[config.mk]
export PLATFORM = sky130hd
export DESIGN_NAME = log_rr_stage
export DESIGN_NICKNAME = d
export VERILOG_FILES = /design/src/rtl/log_rr_pkg.sv /design/src/rtl/rr_digit_mul.sv /design/src/rtl/rr_log_rom.sv /design/src/rtl/rr_residual_join.sv /design/src/rtl/log_rr_stage.sv
export SDC_FILE = /design/constraint.sdc
export NUM_CORES = 1
export LEC_CHECK = 0
export BUFFER_PORTS_ARGS = -buffer_cell sky130_fd_sc_hd__buf_4
export CORE_ASPECT_RATIO = 2
export CORE_MARGIN = 2
export CORE_UTILIZATION = 52
export DETAILED_ROUTE_END_ITERATION = 10
export PLACE_DENSITY_LB_ADDON = 0.3
export RECOVER_POWER = 25
export SYNTH_ARGS = -nofsm -noshare
export SYNTH_HDL_FRONTEND = slang
export SYNTH_SLANG_ARGS = --single-unit
[constraint.sdc]
create_clock -name clk -period 2.2 [get_ports clk]
set_clock_uncertainty 0.2 [all_clocks]
set_input_delay 0.22 -clock clk [delete_from_list [all_inputs] [get_ports clk]]
set_output_delay 0.22 -clock clk [all_outputs]
set_load 0.01 [all_outputs]
[src/rtl/log_rr_pkg.sv]
package log_rr_pkg;

  // Correction weight E, in units of 2^-t.
  function automatic longint corr_units(int t, int p, bit second, bit amsb);
    if (second && !amsb) return longint'(1) <<< (t - 2*p - 1);
    return longint'(1) <<< (t - 2*p);
  endfunction

  // Table entry: E - ln(1 - (A - E)), rounded to units of 2^-t.
  function automatic longint ltab_entry(int a, int p, int al, int t, bit second);
    int     g;
    int     s;
    longint e_s;
    longint x;
    longint pw;
    longint acc;
    longint r;
    g   = 10;
    s   = t + g;
    e_s = corr_units(t, p, second, ((a >> (al-1)) & 1) == 1) <<< g;
    x   = (longint'(a) <<< (s - p - al)) - e_s;
    pw  = x;
    acc = 0;
    for (int k = 1; k <= 12; k++) begin
      acc = acc + pw / k;
      pw  = (pw * x) >>> s;
    end
    r = (acc + e_s + (longint'(1) <<< (g-1))) >>> g;
    if (r < 0) r = 0;
    return r;
  endfunction

endpackage

[src/rtl/rr_digit_mul.sv]
module rr_digit_mul #(
  parameter int T_FRAC = 16,
  parameter int P_IN = 5,
  parameter int ALPHA = 4,
  parameter bit SECOND_ITER = 1'b0,
  localparam int ZW = T_FRAC - P_IN,
  localparam int BW = ZW - ALPHA,
  localparam int PW = T_FRAC - 2*P_IN,
  localparam int EW = PW + 1
) (
  input  logic [ZW-1:0]    z,
  output logic [ALPHA-1:0] a,
  output logic [BW-1:0]    b,
  output logic [PW-1:0]    prod,
  output logic [EW-1:0]    eterm
);
  logic [ALPHA+ZW-1:0] full;

  assign a    = z[ZW-1:BW];
  assign b    = z[BW-1:0];
  assign full = a * z;
  assign prod = full[ALPHA+ZW-1:P_IN+ALPHA];

  generate
    if (SECOND_ITER) begin : g_split_corr
      logic amsb;
      assign amsb  = a[ALPHA-1];
      assign eterm = amsb ? (EW'(1) << (T_FRAC-2*P_IN)) + EW'(z >> (2*P_IN))
                          : (EW'(1) << (T_FRAC-2*P_IN-1)) + EW'(z >> (2*P_IN+1));
    end else begin : g_plain_corr
      assign eterm = (EW'(1) << (T_FRAC-2*P_IN)) + EW'(z >> (2*P_IN));
    end
  endgenerate
endmodule

[src/rtl/rr_log_rom.sv]
module rr_log_rom #(
  parameter int T_FRAC = 16,
  parameter int P_IN = 5,
  parameter int ALPHA = 4,
  parameter bit SECOND_ITER = 1'b0,
  parameter int LW = 13
) (
  input  logic [ALPHA-1:0] addr,
  output logic [LW-1:0]    val
);
  import log_rr_pkg::*;
  localparam int DEPTH = 2**ALPHA;

  logic [LW-1:0] rom [DEPTH];

  generate
    for (genvar g = 0; g < DEPTH; g++) begin : g_entry
      assign rom[g] = LW'(ltab_entry(g, P_IN, ALPHA, T_FRAC, SECOND_ITER));
    end
  endgenerate

  assign val = rom[addr];
endmodule

[src/rtl/rr_residual_join.sv]
module rr_residual_join #(
  parameter int BW = 7,
  parameter int PW = 6,
  parameter int EW = 7,
  parameter int FW = 13,
  localparam int OW = BW + 1
) (
  input  logic [BW-1:0]        b,
  input  logic [PW-1:0]        prod,
  input  logic [EW-1:0]        eterm,
  output logic signed [FW-1:0] z_full,
  output logic [OW-1:0]        z_next
);
  assign z_full = $signed({{(FW-BW){1'b0}}, b})
                - $signed({{(FW-PW){1'b0}}, prod})
                + $signed({{(FW-EW){1'b0}}, eterm});
  assign z_next = z_full[OW-1:0];
endmodule

[src/rtl/log_rr_stage.sv]
module log_rr_stage #(
  parameter int T_FRAC = 16,
  parameter int P_IN = 5,
  parameter int ALPHA = 4,
  parameter int SUM_W = 20,
  parameter bit SECOND_ITER = 1'b0,
  localparam int ZW = T_FRAC - P_IN,
  localparam int BW = ZW - ALPHA,
  localparam int OW = BW + 1
) (
  input  logic             clk,
  input  logic             rst_n,
  input  logic             in_valid,
  output logic             in_ready,
  input  logic [ZW-1:0]    in_z,
  input  logic [SUM_W-1:0] in_sum,
  output logic             out_valid,
  input  logic             out_ready,
  output logic [OW-1:0]    out_z,
  output logic [SUM_W-1:0] out_sum
);
  localparam int PW = T_FRAC - 2*P_IN;
  localparam int EW = PW + 1;
  localparam int LW = T_FRAC - P_IN + 2;
  localparam int FW = ZW + 2;

  logic             en;
  logic [ALPHA-1:0] a_c;
  logic [BW-1:0]    b_c;
  logic [PW-1:0]    prod_c;
  logic [EW-1:0]    eterm_c;
  logic [LW-1:0]    lval_c;

  logic             v1;
  logic [BW-1:0]    b1;
  logic [PW-1:0]    prod1;
  logic [EW-1:0]    eterm1;
  logic [SUM_W-1:0] sum1;

  logic signed [FW-1:0] z_full;
  logic [OW-1:0]        z_next;

  assign en       = !out_valid || out_ready;
  assign in_ready = en;

  rr_digit_mul #(.T_FRAC(T_FRAC), .P_IN(P_IN), .ALPHA(ALPHA), .SECOND_ITER(SECOND_ITER))
    u_mul (.z(in_z), .a(a_c), .b(b_c), .prod(prod_c), .eterm(eterm_c));

  rr_log_rom #(.T_FRAC(T_FRAC), .P_IN(P_IN), .ALPHA(ALPHA), .SECOND_ITER(SECOND_ITER), .LW(LW))
    u_rom (.addr(a_c), .val(lval_c));

  always_ff @(posedge clk or negedge rst_n) begin
    if (!rst_n) begin
      v1     <= 1'b0;
      b1     <= '0;
      prod1  <= '0;
      eterm1 <= '0;
      sum1   <= '0;
    end else if (en) begin
      v1     <= in_valid;
      b1     <= b_c;
      prod1  <= prod_c;
      eterm1 <= eterm_c;
      sum1   <= in_sum + SUM_W'(lval_c);
    end
  end

  rr_residual_join #(.BW(BW), .PW(PW), .EW(EW), .FW(FW))
    u_join (.b(b1), .prod(prod1), .eterm(eterm1), .z_full(z_full), .z_next(z_next));

  always_ff @(posedge clk or negedge rst_n) begin
    if (!rst_n) begin
      out_valid <= 1'b0;
      out_z     <= '0;
      out_sum   <= '0;
    end else if (en) begin
      out_valid <= v1;
      out_z     <= z_next;
      out_sum   <= sum1;
    end
  end
endmodule

==> results of run 1 <==
## worst register-to-register path: cells and delay by family, from the launching register on
family	cells	cell delay [ns]
flip-flops	1	0.41
AND/OR/NAND/NOR	1	0.13
buffers and inverters	2	0.08
AO/OA/AOI/OAI	5	0.64
adder cells (fa/ha/maj)	3	0.73
## final cells by class
cell class                      count  area (um2)  share of cell area (%)
Clock buffer                       14         264                    4.34
Inverter                           42         178                    2.92
Multi-Input combinational cell    380        2880                    47.3
Sequential cell                    65        1630                    26.7
Tap cell                           98         123                    2.02
Timing Repair Buffer              141        1020                    16.7
## what timing repair did
action / in CTS / in global routing
pin swaps: 36 / 38
setup endpoints to repair: 26 / 27
hold endpoints to repair: 71 / 0
hold buffers: 7 / 0
cloned: 0 / 0
gates resized for setup: 44 / 30
setup buffers: 14 / 4
## where the power goes
part           internal, mW  total (mW)  switching [mW]  leakage, nW
combinational          1.09        2.24            1.15         2.08
sequential             1.49        1.65           0.163        0.770
clock                 0.810        1.26           0.452        0.129
## registers in the layout, summed over array words and instances, names as in the netlist
register / count
b1: 7
sum1: 20
v1: 1
out_z: 8
eterm1: 2
out_sum: 20
out_valid: 1
prod1: 6
## synth_stat cells, types with 5 or more instances
cell type | n | area share [%]
nor2_1 | 25 | 2.1
nand3_1 | 9 | 1.0
and2_1 | 18 | 2.6
o21ai_0 | 27 | 3.1
xor2_1 | 8 | 1.6
clkbuf_1 | 13 | 1.1
fa_1 | 15 | 6.8
xnor2_1 | 15 | 3.0
a21o_1 | 5 | 0.85
ha_1 | 39 | 11
inv_1 | 42 | 3.6
dfrtp_1 | 65 | 37
nand2_1 | 126 | 11
and2_2 | 6 | 1.0
a21oi_1 | 24 | 2.7
## metrics by stage
stage               utilization (%)  cell area [um2]  setup slack (ns)  setup TNS, ns
detailed placement             66.2             5450             -1.12         -20.23
CTS                            73.6             6060            -0.741          -8.68
finish                         73.9             6080            -0.679          -9.53
floorplan                         -             4570             -1.05          -8.04
global route                   73.9             6080            -0.778         -11.83
global placement               66.2             5450             -1.09         -18.73
## cell families (layout without fill, tap and decap cells)
family,Yosys count,after routing,synth area share (%)
compound gates,90,90,13.0
xor+xnor,23,23,4.57
fa+ha+maj,54,54,17.9
buf+inv,61,197,5.45
flops,65,65,36.9
mux,2,2,0.482
simple gates,211,211,21.8
## routing by layer
metal	wire (um)	up-vias	global-route usage, %
met4	369	0	10.9
met5	0	-	0
met3	341	24	3.83
met2	6620	91	48.2
li1	-	1935	-
met1	3980	1903	24.8
## final timing paths
path / endpoint / start / depth (start not counted) / slack [ns]
max: prod1[4]$_DFFE_PN0P_ / in_z[8] / 13 / -0.68
min: sum1[13]$_DFFE_PN0P_ / in_sum[13] / 3 / 0.005
max reg2reg: out_z[6]$_DFFE_PN0P_ / prod1[0]$_DFFE_PN0P_ / 11 / -0.13
min reg2reg: out_sum[12]$_DFFE_PN0P_ / out_sum[12]$_DFFE_PN0P_ / 2 / 0.26
max in group asynchronous: sum1[7]$_DFFE_PN0P_ / rst_n / 2 / 0.94
min in group asynchronous: out_z[5]$_DFFE_PN0P_ / rst_n / 2 / 0.32
## cells in the final DEF (no fill, tap or decap), types with 4 or more instances in the layout
cell | Yosys | layout
nand2b_1 | 4 | 4
inv_1 | 42 | 34
clkbuf_1 | 13 | 33
and2_1 | 18 | 12
o21ai_1 | 1 | 15
nand2_1 | 126 | 125
a21oi_2 | 1 | 5
dlygate4sd3_1 | 0 | 7
buf_6 | 1 | 9
ha_4 | 0 | 11
fa_1 | 15 | 13
xor2_1 | 8 | 8
and2_4 | 0 | 7
o21ai_0 | 27 | 8
a211oi_2 | 2 | 4
a21o_1 | 5 | 5
and2_2 | 6 | 5
nor2_1 | 25 | 25
clkbuf_16 | 0 | 9
xnor2_2 | 0 | 4
a21oi_1 | 24 | 19
inv_2 | 0 | 5
o21ai_2 | 1 | 5
nand3_1 | 9 | 9
buf_4 | 1 | 93
xnor2_1 | 15 | 11
dfrtp_1 | 65 | 65
ha_1 | 39 | 27
==> flow_summary.json, run 1 <==
{
  "fin_ws_ns": -0.679,
  "grt.total_usage_pct": 24.6,
  "worst_skew_pair.late_latency_ns": 0.32,
  "failed_checks": "negative setup slack",
  "final_antenna_net_count": 0,
  "path_class": "in2reg",
  "yosysWarningCount": 0,
  "synth-edff-count": 0,
  "timing.final.crit_share_pct": 131,
  "gp_congestion": 0.931,
  "clock_h_tree_levels": 3,
  "vias": 3953,
  "path_category_of_the_worst_min_delay_check": "in2reg",
  "n_antenna_cell": 0,
  "worst-endpoint-required_ns": 2.19,
  "unrepaired_setup_endpoints_after_global_routing": "yes",
  "timing.critical_path.from_type": "primary input",
  "worstPathCellList": "buf_12, and2_4, fa_1, inv_1, fa_1, inv_2, ha_4, a21o_4, a22o_1, a41o_1, a211oi_2, xnor2_1, a21oi_1",
  "fp.dieArea_um2": 9280,
  "timing.critical_path.arrival_ns": 2.87,
  "fin_nets": 728,
  "flow.area_growth_from_synthesis_pct": 37.9,
  "cts.path.max_buffers": 2,
  "drc": 0,
  "root_buffer": "clkbuf_16",
  "synthesis.nets": 595,
  "synth-async-reset-ratio_pct": 100,
  "synth_cell_types": 53,
  "synth-seq-area-share_pct": 36.9,
  "ys_ff_latch": 65,
  "drv_slew": 0,
  "chipWidth_um": 69.1,
  "fin_worst_hold_slack_ns": 0.00450,
  "final_cell_count_no_fill": 740,
  "path_common_cell": "fa_1",
  "max-slew-margin-rel_pct": 42.4,
  "first_pass_grt_wire_length_um": 18300,
  "via_density_per_instance": 5.34,
  "critPathCaptureType": "flip-flop",
  "wire_per_inst_um": 15.3,
  "hpwlAfterDp_um": 7940,
  "drt_pass1_iterations": 5,
  "synthesized_area_per_cell_um2": 8.72,
  "maxCapViolations": 0,
  "power.static_leakage_nw": 2.98,
  "chipHeight_um": 134,
  "finalSetupViolCount": 23,
  "initial_antenna_violation_count": 0,
  "worst_path_largest_cell_delay_ns": 0.52,
  "cell_at_the_slowest_stage_of_the_critical_path": "fa_1",
  "worstPathMaxFanout": 6,
  "placedCellCount": 703,
  "timing_worst_slew_pin_value_ns": 0.864,
  "max_freq_mhz": 347,
  "pwr_cell_area_nw_per_um2": 848,
  "critPathTopFamily": "adder cells",
  "numPortBuffers": 64,
  "core_um2": 8230,
  "num-fill-cells": 633,
  "dr.first_iter.drc_count": 266,
  "hold_viol_final": 0,
  "globalRouteOverflowTotal": 0,
  "clock_transition_at_the_registers_of_the_reported_paths_ns": 0.05,
  "yosys_most_used_dff": "dfrtp_1",
  "grt_pass1_vias": 4063,
  "drive_above_1_share_pct": 29.4,
  "cts_buffers": 9,
  "placement_rows": 47,
  "critical_path.n_buffers_inverters": 3,
  "post_synth_inst_count": 506,
  "drt_wl_total_um": 11300,
  "design_power_total_mw": 5.16,
  "area_of_the_mapped_netlist_um2": 4410,
  "worst_ir_drop_vdd_uv": 595,
  "tritoncts_clock_tree": "built",
  "io_pins": 65,
  "outcome": "finished with violations",
  "initial_utilization_pct": 53.6,
  "cts.sink_count": 65,
  "largest_net_degree_at_the_start_of_global_routing": 66,
  "period_needed_ns": 2.88
}
Power figures use the tool's default switching activity.
==> run 2: changes to the inputs <==
--- a/config.mk
+++ b/config.mk
@@ -6,9 +6,11 @@
 export NUM_CORES = 1
 export LEC_CHECK = 0
 export BUFFER_PORTS_ARGS = -buffer_cell sky130_fd_sc_hd__buf_4
+export CELL_PAD_IN_SITES_DETAIL_PLACEMENT = 1
+export CELL_PAD_IN_SITES_GLOBAL_PLACEMENT = 1
 export CORE_ASPECT_RATIO = 2
 export CORE_MARGIN = 2
-export CORE_UTILIZATION = 52
+export CORE_UTILIZATION = 39
 export DETAILED_ROUTE_END_ITERATION = 10
 export PLACE_DENSITY_LB_ADDON = 0.3
 export RECOVER_POWER = 25
==> run 2 against run 1 <==
Compared with the run above: the run still ends with negative setup slack left; clock-buffer cell count is 3 lower; hold slack improved by 0.0042 ns; wire length rose by 10%; global-route usage down 3.2 points; combinational power up 7%; clock power grew 3%; register-to-register slack worse by 0.06 ns; utilization down 17 points; highest routed layer unchanged.
==> flow_summary.json, run 2 (synthesis gave the netlist of run 1 again) <==
{
  "outcome": "finished with violations",
  "failed_checks": "negative setup slack",
  "worst-endpoint-required_ns": 2.26,
  "drive_above_1_share_pct": 35.1,
  "drt_pass1_iterations": 4,
  "clock_h_tree_levels": 3,
  "maxCapViolations": 0,
  "worstPathMaxFanout": 5,
  "drt_wl_total_um": 12500,
  "reg.largest.list": "out_sum: 20 flops, sum1: 20 flops, out_z: 8 flops",
  "wire_per_inst_um": 15.7,
  "timing.rr.end": "out_z[6]$_DFFE_PN0P_",
  "n_antenna_cell": 0,
  "cts.path.max_buffers": 2,
  "initial_antenna_violation_count": 0,
  "fin_worst_hold_slack_ns": 0.00873,
  "final_cell_count_no_fill": 795,
  "chipWidth_um": 79.2,
  "power.static_leakage_nw": 3.13,
  "cts_buffers": 9,
  "timing_worst_slew_pin_value_ns": 1.05,
  "tritoncts_clock_tree": "built",
  "period_needed_ns": 2.97,
  "timing.rr.start": "eterm1[0]$_DFFE_PN0P_",
  "grt_pass1_vias": 4390,
  "hpwlAfterDp_um": 9000,
  "fin_ws_ns": -0.774,
  "drv_slew": 0,
  "worstRegToRegCells": 12,
  "globalRouteOverflowTotal": 0,
  "placedCellCount": 760,
  "min_delay_path_depth": 4,
  "io_pins": 65,
  "design_power_total_mw": 5.36,
  "unrepaired_setup_endpoints_after_global_routing": "yes",
  "hold_viol_final": 0,
  "finalSetupViolCount": 25,
  "timing.critical_path.from_type": "primary input",
  "detailedPlace.worstSlack_ns": -1.18,
  "grt.total_usage_pct": 21.4,
  "max_freq_mhz": 336,
  "path_category_of_the_worst_min_delay_check": "in2reg",
  "placement_rows": 55,
  "root_buffer": "clkbuf_16",
  "gp_congestion": 0.819,
  "max-slew-margin-rel_pct": 30.1,
  "chipHeight_um": 154,
  "clock_transition_at_the_registers_of_the_reported_paths_ns": 0.06,
  "final_antenna_net_count": 0,
  "dr.first_iter.drc_count": 113,
  "cts.sink_count": 65,
  "worst_skew_pair.late_latency_ns": 0.33,
  "timing.final.crit_share_pct": 135,
  "post-route-cell-area_um2": 6320,
  "final_core_util_pct": 56.7,
  "worst_ir_drop_vdd_uv": 605,
  "layout.cells.most_common": "buf_4",
  "r2r_setup_slack_ns": -0.19,
  "detailed_place.area_um2": 5630,
  "most-common-layout-cells": "126 x buf_4, 124 x nand2_1, 65 x dfrtp_1",
  "first_pass_grt_wire_length_um": 20600,
  "vias": 4017,
  "pwr_cell_area_nw_per_um2": 849,
  "timing.hold.worst.start": "in_z[3]",
  "timing.critical_path.arrival_ns": 3.04,
  "path_class": "in2reg",
  "critPathCaptureType": "flip-flop",
  "core_um2": 11100,
  "largest_net_degree_at_the_start_of_global_routing": 48,
  "via_density_per_instance": 5.05,
  "drc": 0,
  "initial_utilization_pct": 39.6,
  "flow.area_growth_from_synthesis_pct": 43.3,
  "end_point_of_the_worst_hold_path": "b1[3]$_DFFE_PN0P_",
  "final.setup.tns_ns": -11.64,
  "fp.dieArea_um2": 12200,
  "numPortBuffers": 64,
  "fin_nets": 737
}
==> run 2: cell count changes in the layout (fill, tap and decap cells not counted), moves of 3 or more <==
cell and delta:
o21ai_0 +4, clkinv_2 +3, buf_4 +33, o21ai_1 -5, dlygate4sd3_1 +6, clkbuf_1 -31
==> run 2: where the power goes <==
| part | total [mW] | switching [mW] | internal [mW] |
|---|---|---|---|
| logic | 2.39 | 1.17 | 1.22 |
| clock network | 1.30 | 0.511 | 0.788 |
| registers | 1.68 | 0.188 | 1.49 |
| total | 5.36 | 1.87 | 3.49 |
==> run 2: repair_timing <==
item,CTS,global route
pin swaps,22,37
resized for setup,29,41
hold buffers,13,0
endpoints found under the hold margin,76,0
setup endpoints to repair,26,29
setup buffers,6,7
==> run 2: worst max-delay path: stages <==
cell      delay (ns)
buf_8           0.11
and2_4          0.14
fa_1            0.54
inv_1           0.05
fa_1            0.50
inv_2           0.05
ha_4            0.26
and4_4          0.22
a221oi_2        0.06
o21ai_2         0.15
a21oi_2         0.11
or4b_4          0.54
nand3_2         0.08
==> run 2: how the worst max path moves through the flow <==
| stage | slack, ns | cells after the start | start | endpoint |
|---|---|---|---|---|
| finish | -0.77 | 13 | in_z[8] | prod1[3]$_DFFE_PN0P_ |
| global route | -0.87 | 13 | in_z[8] | prod1[4]$_DFFE_PN0P_ |
| CTS | -0.79 | 12 | in_z[8] | prod1[3]$_DFFE_PN0P_ |
| detailed placement | -1.18 | 13 | in_z[8] | prod1[3]$_DFFE_PN0P_ |
| global placement | -1.04 | 13 | in_z[8] | prod1[4]$_DFFE_PN0P_ |
| floorplan | -1.05 | 14 | in_z[9] | prod1[4]$_DFFE_PN0P_ |
==> run 2: layout make-up <==
class | count | area (um2)
well taps | 142 | 178
inverters | 42 | 178
clock inverters | 5 | 31.3
repair buffers | 150 | 1210
clock buffers | 11 | 243
fillers | 1319 | 4830
multi-input cells | 380 | 2850
flip-flops and latches | 65 | 1630
==> run 2: layer usage <==
layer  wire, um  global-route usage, %  vias to the layer above
met2       7140                   40.2                       69
met5          0                      0                        -
met1       4820                   24.4                     1974
li1           -                      -                     1956
met4        206                   6.81                        0
met3        302                   2.80                       18
